--- config.mk ---
export PLATFORM = sky130hd
export DESIGN_NAME = dma_burst_arb
export DESIGN_NICKNAME = d
export VERILOG_FILES = /design/src/rtl/dma_arb_pkg.sv /design/src/rtl/dma_rst_sync.sv /design/src/rtl/dma_chan_ctx.sv /design/src/rtl/dma_rr_pick.sv /design/src/rtl/dma_burst_ctl.sv /design/src/rtl/dma_burst_arb.sv
export SDC_FILE = /design/constraint.sdc
export NUM_CORES = 1
export LEC_CHECK = 0
export BUFFER_PORTS_ARGS = -buffer_cell sky130_fd_sc_hd__buf_2
export CAP_MARGIN = 20
export CORE_ASPECT_RATIO = 0.9
export CORE_MARGIN = 1.5
export CORE_UTILIZATION = 45
export DETAILED_ROUTE_END_ITERATION = 12
export MAX_ROUTING_LAYER = met4
export PLACE_DENSITY_LB_ADDON = 0.3
export SKIP_LAST_GASP = 1
export SLEW_MARGIN = 15
export SYNTH_ARGS = -nofsm -noshare
export SYNTH_HDL_FRONTEND = slang
export SYNTH_SLANG_ARGS = --single-unit
--- constraint.sdc ---
create_clock -name clk -period 4.89 [get_ports clk]
set_clock_uncertainty 0.2 [all_clocks]
set_input_delay 0.978 -clock clk [delete_from_list [all_inputs] [get_ports clk]]
set_output_delay 0.978 -clock clk [all_outputs]
set_load 0.05 [all_outputs]
--- src/rtl/dma_arb_pkg.sv ---
package dma_arb_pkg;

  typedef enum logic {
    BST_IDLE = 1'b0,
    BST_RUN  = 1'b1
  } bst_e;

  localparam int unsigned CH_N  = 2;
  localparam logic        CH_RX = 1'b0;
  localparam logic        CH_TX = 1'b1;

  // count byte: arm bit plus tenure length in groups of four words
  typedef struct packed {
    logic       arm;
    logic [6:0] quads;
  } cnt_cfg_t;

endpackage

--- src/rtl/dma_rst_sync.sv ---
module dma_rst_sync (
  input  logic clk,
  input  logic rst_n,
  output logic rst_core_n
);

  logic [1:0] sync_q;

  always_ff @(posedge clk or negedge rst_n) begin
    if (!rst_n) begin
      sync_q <= 2'b00;
    end else begin
      sync_q <= {sync_q[0], 1'b1};
    end
  end

  assign rst_core_n = sync_q[1];

endmodule

--- src/rtl/dma_chan_ctx.sv ---
module dma_chan_ctx #(
  parameter int AW = 30,
  parameter int LW = 16
) (
  input  logic          clk,
  input  logic          rst_n,
  input  logic          ld,
  input  logic [AW-1:0] ld_addr,
  input  logic [LW-1:0] ld_len,
  input  logic          adv,
  output logic [AW-1:0] addr,
  output logic          busy,
  output logic          last_word
);

  localparam logic [AW-1:0] A_ONE = AW'(1);
  localparam logic [LW-1:0] L_ONE = LW'(1);

  logic [AW-1:0] addr_q, addr_d;
  logic [LW-1:0] rem_q, rem_d;
  logic          upd;

  assign busy      = (rem_q != '0);
  assign last_word = (rem_q == L_ONE);
  assign addr      = addr_q;

  always_comb begin
    addr_d = addr_q;
    rem_d  = rem_q;
    upd    = 1'b0;
    if (ld && !busy) begin
      addr_d = ld_addr;
      rem_d  = ld_len;
      upd    = 1'b1;
    end else if (adv) begin
      addr_d = addr_q + A_ONE;
      rem_d  = rem_q - L_ONE;
      upd    = 1'b1;
    end
  end

  always_ff @(posedge clk or negedge rst_n) begin
    if (!rst_n) begin
      addr_q <= '0;
      rem_q  <= '0;
    end else if (upd) begin
      addr_q <= addr_d;
      rem_q  <= rem_d;
    end
  end

endmodule

--- src/rtl/dma_rr_pick.sv ---
module dma_rr_pick
  import dma_arb_pkg::*;
(
  input  logic       clk,
  input  logic       rst_n,
  input  logic [1:0] pend,
  input  logic       commit,
  output logic       pick,
  output logic       any
);

  logic last_q;

  assign any  = |pend;
  assign pick = (pend[CH_RX] && (!pend[CH_TX] || (last_q == CH_TX))) ? CH_RX : CH_TX;

  always_ff @(posedge clk or negedge rst_n) begin
    if (!rst_n) begin
      last_q <= CH_TX;
    end else if (commit) begin
      last_q <= pick;
    end
  end

endmodule

--- src/rtl/dma_burst_ctl.sv ---
module dma_burst_ctl
  import dma_arb_pkg::*;
#(
  parameter int AW = 30,
  parameter int BW = 9
) (
  input  logic                clk,
  input  logic                rst_n,
  input  logic [1:0]          pend,
  input  logic                pick,
  input  logic                any,
  input  logic [1:0]          blk,
  input  logic [1:0]          last_word,
  input  logic [1:0][AW-1:0]  ch_addr,
  input  cnt_cfg_t [1:0]      cnt_cfg,
  input  logic                rd_align,
  input  logic                wr_align,
  input  logic [5:0]          line_words,
  input  logic                tgt_ready,
  input  logic                tgt_stop,
  output logic [1:0]          gnt,
  output logic                valid,
  output logic                write,
  output logic                acc,
  output logic                own,
  output logic                commit
);

  localparam logic [AW-1:0] A_ONE = AW'(1);
  localparam logic [BW-1:0] B_ONE = BW'(1);

  bst_e          state_q, state_d;
  logic          own_q, own_d;
  logic [BW-1:0] beats_q, beats_d, beats_inc;
  logic          unal_q, unal_d;

  logic [AW-1:0] line_mask;
  logic [AW-1:0] own_addr;
  logic [BW-1:0] lim;
  logic          run, is_wr, lim_hit, nxt_al, hand, rd_cut, end_burst;

  assign line_mask = AW'(line_words) - A_ONE;
  assign run       = (state_q == BST_RUN);
  assign own       = own_q;
  assign own_addr  = ch_addr[own_q];
  assign is_wr     = (own_q == CH_RX);
  assign write     = run && is_wr;
  assign valid     = run && !blk[own_q];
  assign acc       = valid && tgt_ready;

  generate
    for (genvar c = 0; c < CH_N; c++) begin : g_gnt
      assign gnt[c] = run && (own_q == c[0]);
    end
  endgenerate

  // tenure counting and the end-of-burst terms
  assign beats_inc = (beats_q == '1) ? beats_q : beats_q + B_ONE;
  assign lim       = BW'({cnt_cfg[own_q].quads, 2'b00});
  assign lim_hit   = cnt_cfg[own_q].arm && (beats_inc >= lim);
  assign nxt_al    = (((own_addr + A_ONE) & line_mask) == '0);
  assign hand      = lim_hit && pend[~own_q] && (!is_wr || !wr_align || nxt_al);
  assign rd_cut    = !is_wr && rd_align && unal_q && nxt_al;
  assign end_burst = run && (blk[own_q] || (valid && tgt_stop) ||
                             (acc && (last_word[own_q] || hand || rd_cut)));

  always_comb begin
    state_d = state_q;
    own_d   = own_q;
    beats_d = beats_q;
    unal_d  = unal_q;
    commit  = 1'b0;
    if (!run) begin
      if (any) begin
        state_d = BST_RUN;
        own_d   = pick;
        beats_d = '0;
        unal_d  = ((ch_addr[pick] & line_mask) != '0);
        commit  = 1'b1;
      end
    end else begin
      if (acc) begin
        beats_d = beats_inc;
      end
      if (end_burst) begin
        state_d = BST_IDLE;
      end
    end
  end

  always_ff @(posedge clk or negedge rst_n) begin
    if (!rst_n) begin
      state_q <= BST_IDLE;
      own_q   <= CH_RX;
      beats_q <= '0;
      unal_q  <= 1'b0;
    end else begin
      state_q <= state_d;
      own_q   <= own_d;
      beats_q <= beats_d;
      unal_q  <= unal_d;
    end
  end

endmodule

--- src/rtl/dma_burst_arb.sv ---
module dma_burst_arb
  import dma_arb_pkg::*;
#(
  parameter int AW = 30,
  parameter int LW = 16,
  parameter int BW = 9
) (
  input  logic          clk,
  input  logic          rst_n,
  input  logic          rx_ld,
  input  logic [AW-1:0] rx_ld_addr,
  input  logic [LW-1:0] rx_ld_len,
  input  logic          rx_empty,
  output logic          rx_busy,
  output logic          rx_take,
  input  logic          tx_ld,
  input  logic [AW-1:0] tx_ld_addr,
  input  logic [LW-1:0] tx_ld_len,
  input  logic          tx_full,
  output logic          tx_busy,
  output logic          tx_put,
  input  logic [7:0]    cfg_rx_cnt,
  input  logic [7:0]    cfg_tx_cnt,
  input  logic          cfg_rd_align,
  input  logic          cfg_wr_align,
  input  logic [5:0]    cfg_line_words,
  output logic          gnt_rx,
  output logic          gnt_tx,
  output logic          bm_valid,
  output logic          bm_write,
  output logic [AW-1:0] bm_addr,
  input  logic          tgt_ready,
  input  logic          tgt_stop
);

  logic                core_rst_n;
  logic [1:0]          ld_v, busy_v, last_v, adv_v, blk_v, gnt_v;
  logic [1:0][AW-1:0]  ld_addr_v, addr_v;
  logic [1:0][LW-1:0]  ld_len_v;
  cnt_cfg_t [1:0]      cnt_v;
  logic                pick, any, commit, acc, own;

  dma_rst_sync u_rst (
    .clk        (clk),
    .rst_n      (rst_n),
    .rst_core_n (core_rst_n)
  );

  assign ld_v[CH_RX]      = rx_ld;
  assign ld_v[CH_TX]      = tx_ld;
  assign ld_addr_v[CH_RX] = rx_ld_addr;
  assign ld_addr_v[CH_TX] = tx_ld_addr;
  assign ld_len_v[CH_RX]  = rx_ld_len;
  assign ld_len_v[CH_TX]  = tx_ld_len;
  assign blk_v[CH_RX]     = rx_empty;
  assign blk_v[CH_TX]     = tx_full;
  assign cnt_v[CH_RX]     = cfg_rx_cnt;
  assign cnt_v[CH_TX]     = cfg_tx_cnt;

  generate
    for (genvar c = 0; c < CH_N; c++) begin : g_ch
      assign adv_v[c] = acc && (own == c[0]);
      dma_chan_ctx #(.AW(AW), .LW(LW)) u_ctx (
        .clk       (clk),
        .rst_n     (core_rst_n),
        .ld        (ld_v[c]),
        .ld_addr   (ld_addr_v[c]),
        .ld_len    (ld_len_v[c]),
        .adv       (adv_v[c]),
        .addr      (addr_v[c]),
        .busy      (busy_v[c]),
        .last_word (last_v[c])
      );
    end
  endgenerate

  dma_rr_pick u_pick (
    .clk    (clk),
    .rst_n  (core_rst_n),
    .pend   (busy_v),
    .commit (commit),
    .pick   (pick),
    .any    (any)
  );

  dma_burst_ctl #(.AW(AW), .BW(BW)) u_ctl (
    .clk        (clk),
    .rst_n      (core_rst_n),
    .pend       (busy_v),
    .pick       (pick),
    .any        (any),
    .blk        (blk_v),
    .last_word  (last_v),
    .ch_addr    (addr_v),
    .cnt_cfg    (cnt_v),
    .rd_align   (cfg_rd_align),
    .wr_align   (cfg_wr_align),
    .line_words (cfg_line_words),
    .tgt_ready  (tgt_ready),
    .tgt_stop   (tgt_stop),
    .gnt        (gnt_v),
    .valid      (bm_valid),
    .write      (bm_write),
    .acc        (acc),
    .own        (own),
    .commit     (commit)
  );

  assign gnt_rx  = gnt_v[CH_RX];
  assign gnt_tx  = gnt_v[CH_TX];
  assign bm_addr = addr_v[own];
  assign rx_busy = busy_v[CH_RX];
  assign tx_busy = busy_v[CH_TX];
  assign rx_take = adv_v[CH_RX];
  assign tx_put  = adv_v[CH_TX];

endmodule

---- Yosys cells after proc, flatten, opt, wreduce, memory -nomap -nowiden ----
Index checks and enable logic that the tools add are counted.
storage, ports and cells
  flip-flop bits (word level) ............. 107
  bits of input ports ..................... 124
  output and inout bits ................... 38
cells by class
  add/subtract/negate cells ............... 7
  $lt $le $gt $ge ......................... 4
  equality and inequality tests ........... 4
  muxes and demuxes ....................... 33
  bitwise operators ....................... 4
  reduce and logical (&&, ||, !) cells .... 41
operator list
  kind                   count
  $mux 30                8
  $add 30x1->30 const B  3
  $mux 16                4
  $and 30x30->30         2
  $mux 9                 4
  $eq 16x1->1 const B    2
  $reduce_bool 16->1     2
  $sub 16x1->16 const B  2
  $logic_not 30->1       1
  $reduce_bool 30->1     1
  $logic_and 1x1->1      18
  $mux 8                 2
  $mux 1                 15
  $add 9x1->9 const B    1
  $eq 9x9->1 const B     1
  $ge 9x9->1             1
  $reduce_and 2->1       4
  $logic_or 1x1->1       7
  $sub 6x1->7 const B    1
  $lt 1x2->1 const B     3
  $reduce_bool 2->1      3
  $logic_not 1->1        4
  $ne 2x2->1 const B     1
  $not 1->1              2
  $reduce_or 2->1        1

---- Longest topological paths before layout ----
  depth in word-level cells ............... 14
  gate-level depth with buffers ........... 17
  depth with buffers taken out ............ 14

---- Modules after synthesis ----
From an unflattened synthesis, not the netlist that was laid out.
unflattened totals
  cell total of the unflattened synthesis .. 968
  area, all modules ....................... 8536.9 um2
by module, submodules not included
  module         times used  cells an instance  area an instance (um2)
  dma_chan_ctx   2           286                2627.5
  dma_burst_ctl  1           351                2646.3
  dma_burst_arb  1           36                 521.8
  dma_rr_pick    1           6                  60.1
  dma_rst_sync   1           3                  53.8

---- Worst setup path before layout ----
No wires, ideal clock.
  path type ............................... register to register
  start point ............................. register u_ctl.own_q, in the netlist u_ctl.own
  end point ............................... register u_ctl.state_q, in the netlist u_ctl.run
  data arrival time ....................... 4.580 ns
  data required time ...................... 4.548 ns
  slack ................................... -0.032 ns
  stages on the path, launching flop included .. 18
  clock period less this slack ............ 4.922 ns
  cells stage by stage .................... dfrtp_1 > buf_6 > clkbuf_1 > buf_2 > buf_2 > buf_1 > clkbuf_1 > clkbuf_1 > mux2_2 > ha_1 > and4b_1 > o211a_1 > nand4_1 > nor3b_1 > a31o_2 > o2111ai_1 > o41ai_1 > a41oi_1
on the way
  longest elaborated chain between the ends .. 14
  elaborated cells on any way between the ends .. 34
RTL lines
  item                       line                 source
  start: declaration         dma_burst_ctl.sv:33  logic own_q, own_d;
  start signal: assignment   dma_burst_ctl.sv:99  own_q <= own_d;
  $mux 30 (*) (2 in series)  n/a
  net bm_addr[1]             dma_burst_arb.sv:31  output logic [AW-1:0] bm_addr,
  $add 30x1->30 (*)          dma_burst_ctl.sv:61  assign nxt_al = (((own_addr + A_ONE) & line_mask) == '0);
  $and 30x30->30 (*)         dma_burst_ctl.sv:61
  $logic_not 30->1 (*)       dma_burst_ctl.sv:61
  $logic_or 1x1->1           dma_burst_ctl.sv:62  assign hand = lim_hit && pend[~own_q] && (!is_wr || !wr_align || nxt_al);
  $logic_and 1x1->1          dma_burst_ctl.sv:62
  $logic_or 1x1->1           dma_burst_ctl.sv:65  (acc && (last_word[own_q] || hand || rd_cut)));
  $logic_or 1x1->1 (*)       dma_burst_ctl.sv:65
  $logic_and 1x1->1 (*)      dma_burst_ctl.sv:65
  $logic_or 1x1->1 (*)       dma_burst_ctl.sv:64  assign end_burst = run && (blk[own_q] || (valid && tgt_stop) ||
  $logic_and 1x1->1 (*)      dma_burst_ctl.sv:64
  $mux 1 (*)                 dma_burst_ctl.sv:85  if (end_burst) begin
  $mux 1 (*)                 dma_burst_ctl.sv:73  if (!run) begin
  net u_ctl.state_d          dma_burst_ctl.sv:32  bst_e state_q, state_d;
  end signal: assignment     dma_burst_ctl.sv:98  state_q <= state_d;
  end: declaration           dma_burst_ctl.sv:32
The timed path passes the listed nets; every way through them passes the cells marked *. The select of a mux whose other input is x is not followed.
A chain may end at the register's enable or synchronous reset.

---- Worst setup path in the final report ----
  start point ............................. register u_ctl.own_q, in the netlist u_ctl.own
  end point ............................... register u_ctl.state_q, in the netlist u_ctl.run
on the way
  longest elaborated chain between the ends .. 14
  elaborated cells on any way between the ends .. 34
RTL lines
  item                                         line                 source
  $mux 30 (implied by the code) (2 in series)  dma_burst_ctl.sv:45  assign own_addr = ch_addr[own_q];
  $add 30x1->30                                dma_burst_ctl.sv:61
  $and 30x30->30                               dma_burst_ctl.sv:61
  $logic_not 30->1                             dma_burst_ctl.sv:61
  $logic_or 1x1->1                             dma_burst_ctl.sv:62
  $logic_and 1x1->1                            dma_burst_ctl.sv:62
  $logic_or 1x1->1 (2 in series)               dma_burst_ctl.sv:65
  $logic_and 1x1->1                            dma_burst_ctl.sv:65
  $logic_or 1x1->1 (*)                         dma_burst_ctl.sv:64
  $logic_and 1x1->1 (*)                        dma_burst_ctl.sv:64
  $mux 1 (*)                                   dma_burst_ctl.sv:85
  $mux 1 (*)                                   dma_burst_ctl.sv:73
  net u_ctl.state_d                            dma_burst_ctl.sv:32
Marked as above.

==> results.tsv <==
metric	value	unit
sequential cell area fraction in the yosys report	35.0	%
net count of the finished layout	1198	
complex-gate fraction of the synthesized area	14.4	%
placer's final routability congestion estimate	0.974	
Critical Path AT	3.97	ns
Yosys reg bits	107	
Register Area	0.00268	mm²
die width	141	µm
aggregate global-route resource usage	26.1	%
most common library cell in the layout ignoring fill and taps	sky130_fd_sc_hd__buf_2	
count of port buffers added during placement	161	
highest-count cells in the layout ignoring fill and taps	sky130_fd_sc_hd__buf_2 (161), sky130_fd_sc_hd__nand2_1 (151), sky130_fd_sc_hd__dfrtp_1 (104), sky130_fd_sc_hd__o21ai_1 (66), sky130_fd_sc_hd__nor2_1 (52)	
Static Leakage	0.00384	µW
synthesized-area fraction occupied by and/or/nand/nor cells	25.8	%
setup repair after global routing missed its margin	no	
highest achievable clock rate	253	MHz
CTS tree	built	
antenna-violating nets left	0	
Syn-to-layout area delta	16.4	%
total of hold buffers inserted after clock tree synthesis	0	
highest fanout seen on the critical path	45	
area of the die	0.0178	mm²
startpoint kind of the worst setup timing path	flop	
Synth async-reset ratio	100	%
row count	45	
DRC violations left	0	
num ports	162	
number of pins exceeding their max-slew limit in the final report	0	
share of cell area taken by muxes after synthesis	6.03	%
ratio of total power to cell area	524	mW/mm²
starting utilization of the core area	45.6	%
area of the multi-input gates	0.00466	mm²
routed vias	7177	
post-CTS repair timing setup buffer count	0	
worst skew pair latency	0.36	ns
maximum number of pins on one net before global-route repair	92	
worst setup margin	0.940	ns
detailed-placement wirelength estimate	17000	µm
H-tree depth	3	
global-route wire length before repair	35300	µm
count of filler cells inserted in the layout	1650	
run status	finished, final reports clean	
share of the synthesized netlist area taken by xor and xnor gates	11.2	%
wire length after detailed routing	22200	µm
number of antenna violations at the first check in global routing	2	
buffer cell driving the clock tree root	sky130_fd_sc_hd__clkbuf_16	
adder and majority gate portion of the synthesized area	2.94	%
minimum clock period	3.95	ns
syn avg cell area	8.22	µm²
Final period util	80.8	%
critical path data required time	4.91	ns
number of cells traversed by the worst register-to-register path	9	
hold path depth	0	
number of failing setup endpoints in the final timing report	0	
setup slack after placement	0.969	ns
routed wirelength normalized by instance count	17.4	µm
standard cell core area	0.0168	mm²
number of flops mapped to enable cells by yosys	0	
slew at the pin with the worst max-slew slack	0.914	ns
overall die height	127	µm
TritonCTS Sinks	107	
classification of the worst-slack hold path	flop to flop	
Worst-path clk slew	0.07	ns
post-cts sizing count	0	
post-route core utilization	53.1	%
number of buffers on the longest clock path	2	
Detailed Routing Iterations Pass 1	5	
fraction of layout instances using a drive strength above 1	20.4	%
Final Hold Vio Count	0	
Max-cap violations	0	
most instantiated flip-flop cell in the synthesis netlist	sky130_fd_sc_hd__dfrtp_1	
worst setup path category	flop to flop	
max_slew headroom	39.1	%
Num CTS Buffers	9	
library cells used by synthesis	66	
Setup TNS	0	ns
DR vias/cell	5.63	
Synth Cell Area	0.00766	mm²
total gr overflow	0	
type of destination of the critical path	flop	
Synth warnings	0	
vias in the first global route	6628	
post-synthesis cell count	932	
largest family of logic cells by synthesized area	simple AND/OR/NAND/NOR gates	
Starting DRT DRC Count	522	
peak supply drop	0.243	mV
nets in the synthesized netlist	1074	
==> worst max-delay path, stage by stage, from the launching register on <==
cell	delay [ns]
sky130_fd_sc_hd__dfrtp_2	0.97
sky130_fd_sc_hd__nand4_1	0.28
sky130_fd_sc_hd__a222oi_1	0.39
sky130_fd_sc_hd__buf_4	0.22
sky130_fd_sc_hd__nand4_2	0.22
sky130_fd_sc_hd__or3_1	0.41
sky130_fd_sc_hd__a2111oi_2	0.37
sky130_fd_sc_hd__o2111ai_1	0.17
sky130_fd_sc_hd__o41ai_1	0.42
sky130_fd_sc_hd__a41oi_1	0.17
==> cells by family after synthesis <==
logic type	count (synthesis)
simple gates	393
mux	44
other cells	1
flops	107
xor+xnor	98
fa+ha+maj	18
buf+inv	87
compound gates	184
==> through the flow <==
step	power [µW]	hold slack, ns	instance area [µm²]	cells
2_1_floorplan	3290	0.131	7660	932
3_3_place_gp	3870	0.136	8610	1256
3_5_place_dp	3900	0.137	8610	1256
4_1_cts	4670	0.154	8910	1272
5_1_grt	4970	0.169	8910	1274
6_report	4670	0.151	8910	1275
==> cell type report <==
type	instances	area share, %
multi-input cells	738	52.2
flip-flops and latches	107	30.1
repair buffers	171	10.0
well taps	211	2.96
clock buffers	10	2.57
inverters	29	1.22
clock inverters	6	0.786
diodes	3	0.0842
==> worst paths after layout <==
| check | startpoint | end | slack (ns) |
|---|---|---|---|
| setup / recovery | u_ctl.own$_DFFE_PN0P_ | u_ctl.run$_DFF_PN0_ | 0.94 |
| hold / removal | u_rst.sync_q[0]$_DFF_PN0_ | u_rst.sync_q[1]$_DFF_PN0_ | 0.15 |
| setup reg to reg | u_ctl.own$_DFFE_PN0P_ | u_ctl.run$_DFF_PN0_ | 0.94 |
| hold reg to reg | u_rst.sync_q[0]$_DFF_PN0_ | u_rst.sync_q[1]$_DFF_PN0_ | 0.15 |
| max in group asynchronous | u_rst.sync_q[1]$_DFF_PN0_ | u_ctl.own$_DFFE_PN0P_ | 3.11 |
| min in group asynchronous | rst_n | u_rst.sync_q[1]$_DFF_PN0_ | 0.18 |
==> where the power goes <==
part / internal (µW) / total [µW] / leakage [µW] / switching [µW]
logic: 812 / 2170 / 0.00234 / 1360
clock network: 405 / 761 / 0.000148 / 356
registers: 1170 / 1730 / 0.00135 / 562
total: 2390 / 4670 / 0.00384 / 2280
==> flip-flops by register name, summed over array words and instances, names as in the netlist <==
register          flops
g_ch.u_ctx.addr      60
g_ch.u_ctx.rem_q     32
u_ctl.own             1
u_pick.last_q         1
u_ctl.run             1
u_rst.sync_q          2
u_ctl.unal_q          1
u_ctl.beats_q         9
==> cells in the mapped netlist (6+ instances only) <==
cell type,number,share of area [%]
sky130_fd_sc_hd__dfrtp_1,106,35
sky130_fd_sc_hd__ha_1,18,2.9
sky130_fd_sc_hd__nand3b_1,6,0.59
sky130_fd_sc_hd__and3_1,15,1.2
sky130_fd_sc_hd__or3_1,11,0.90
sky130_fd_sc_hd__xnor2_1,51,5.8
sky130_fd_sc_hd__nand2_1,151,7.4
sky130_fd_sc_hd__nand4_1,33,2.7
sky130_fd_sc_hd__inv_1,28,1.4
sky130_fd_sc_hd__o21ai_0,40,2.6
sky130_fd_sc_hd__nor2_1,53,2.6
sky130_fd_sc_hd__o31ai_1,12,1.2
sky130_fd_sc_hd__a22oi_1,10,0.98
sky130_fd_sc_hd__o21ai_1,66,4.3
sky130_fd_sc_hd__xor2_1,47,5.4
sky130_fd_sc_hd__nor3_1,14,0.91
sky130_fd_sc_hd__mux2_2,15,2.2
sky130_fd_sc_hd__buf_2,7,0.46
sky130_fd_sc_hd__nor4_1,17,1.4
sky130_fd_sc_hd__nand3_1,46,3.0
sky130_fd_sc_hd__clkbuf_1,46,2.3
sky130_fd_sc_hd__or4_1,6,0.59
sky130_fd_sc_hd__and2_1,9,0.74
sky130_fd_sc_hd__a31oi_1,6,0.49
sky130_fd_sc_hd__a21oi_1,15,0.98
sky130_fd_sc_hd__mux2i_1,27,3.5
sky130_fd_sc_hd__and4_1,8,0.91
==> metal layers <==
layer	vias up	global-route usage [%]	share of wire (%)
li1	3560	-	-
met1	3350	38.0	49
met2	238	36.7	42
met3	29	4.72	6.6
met4	0	8.27	2.2
met5	-	-	0
Note: power is estimated with default switching activity, not from simulation.
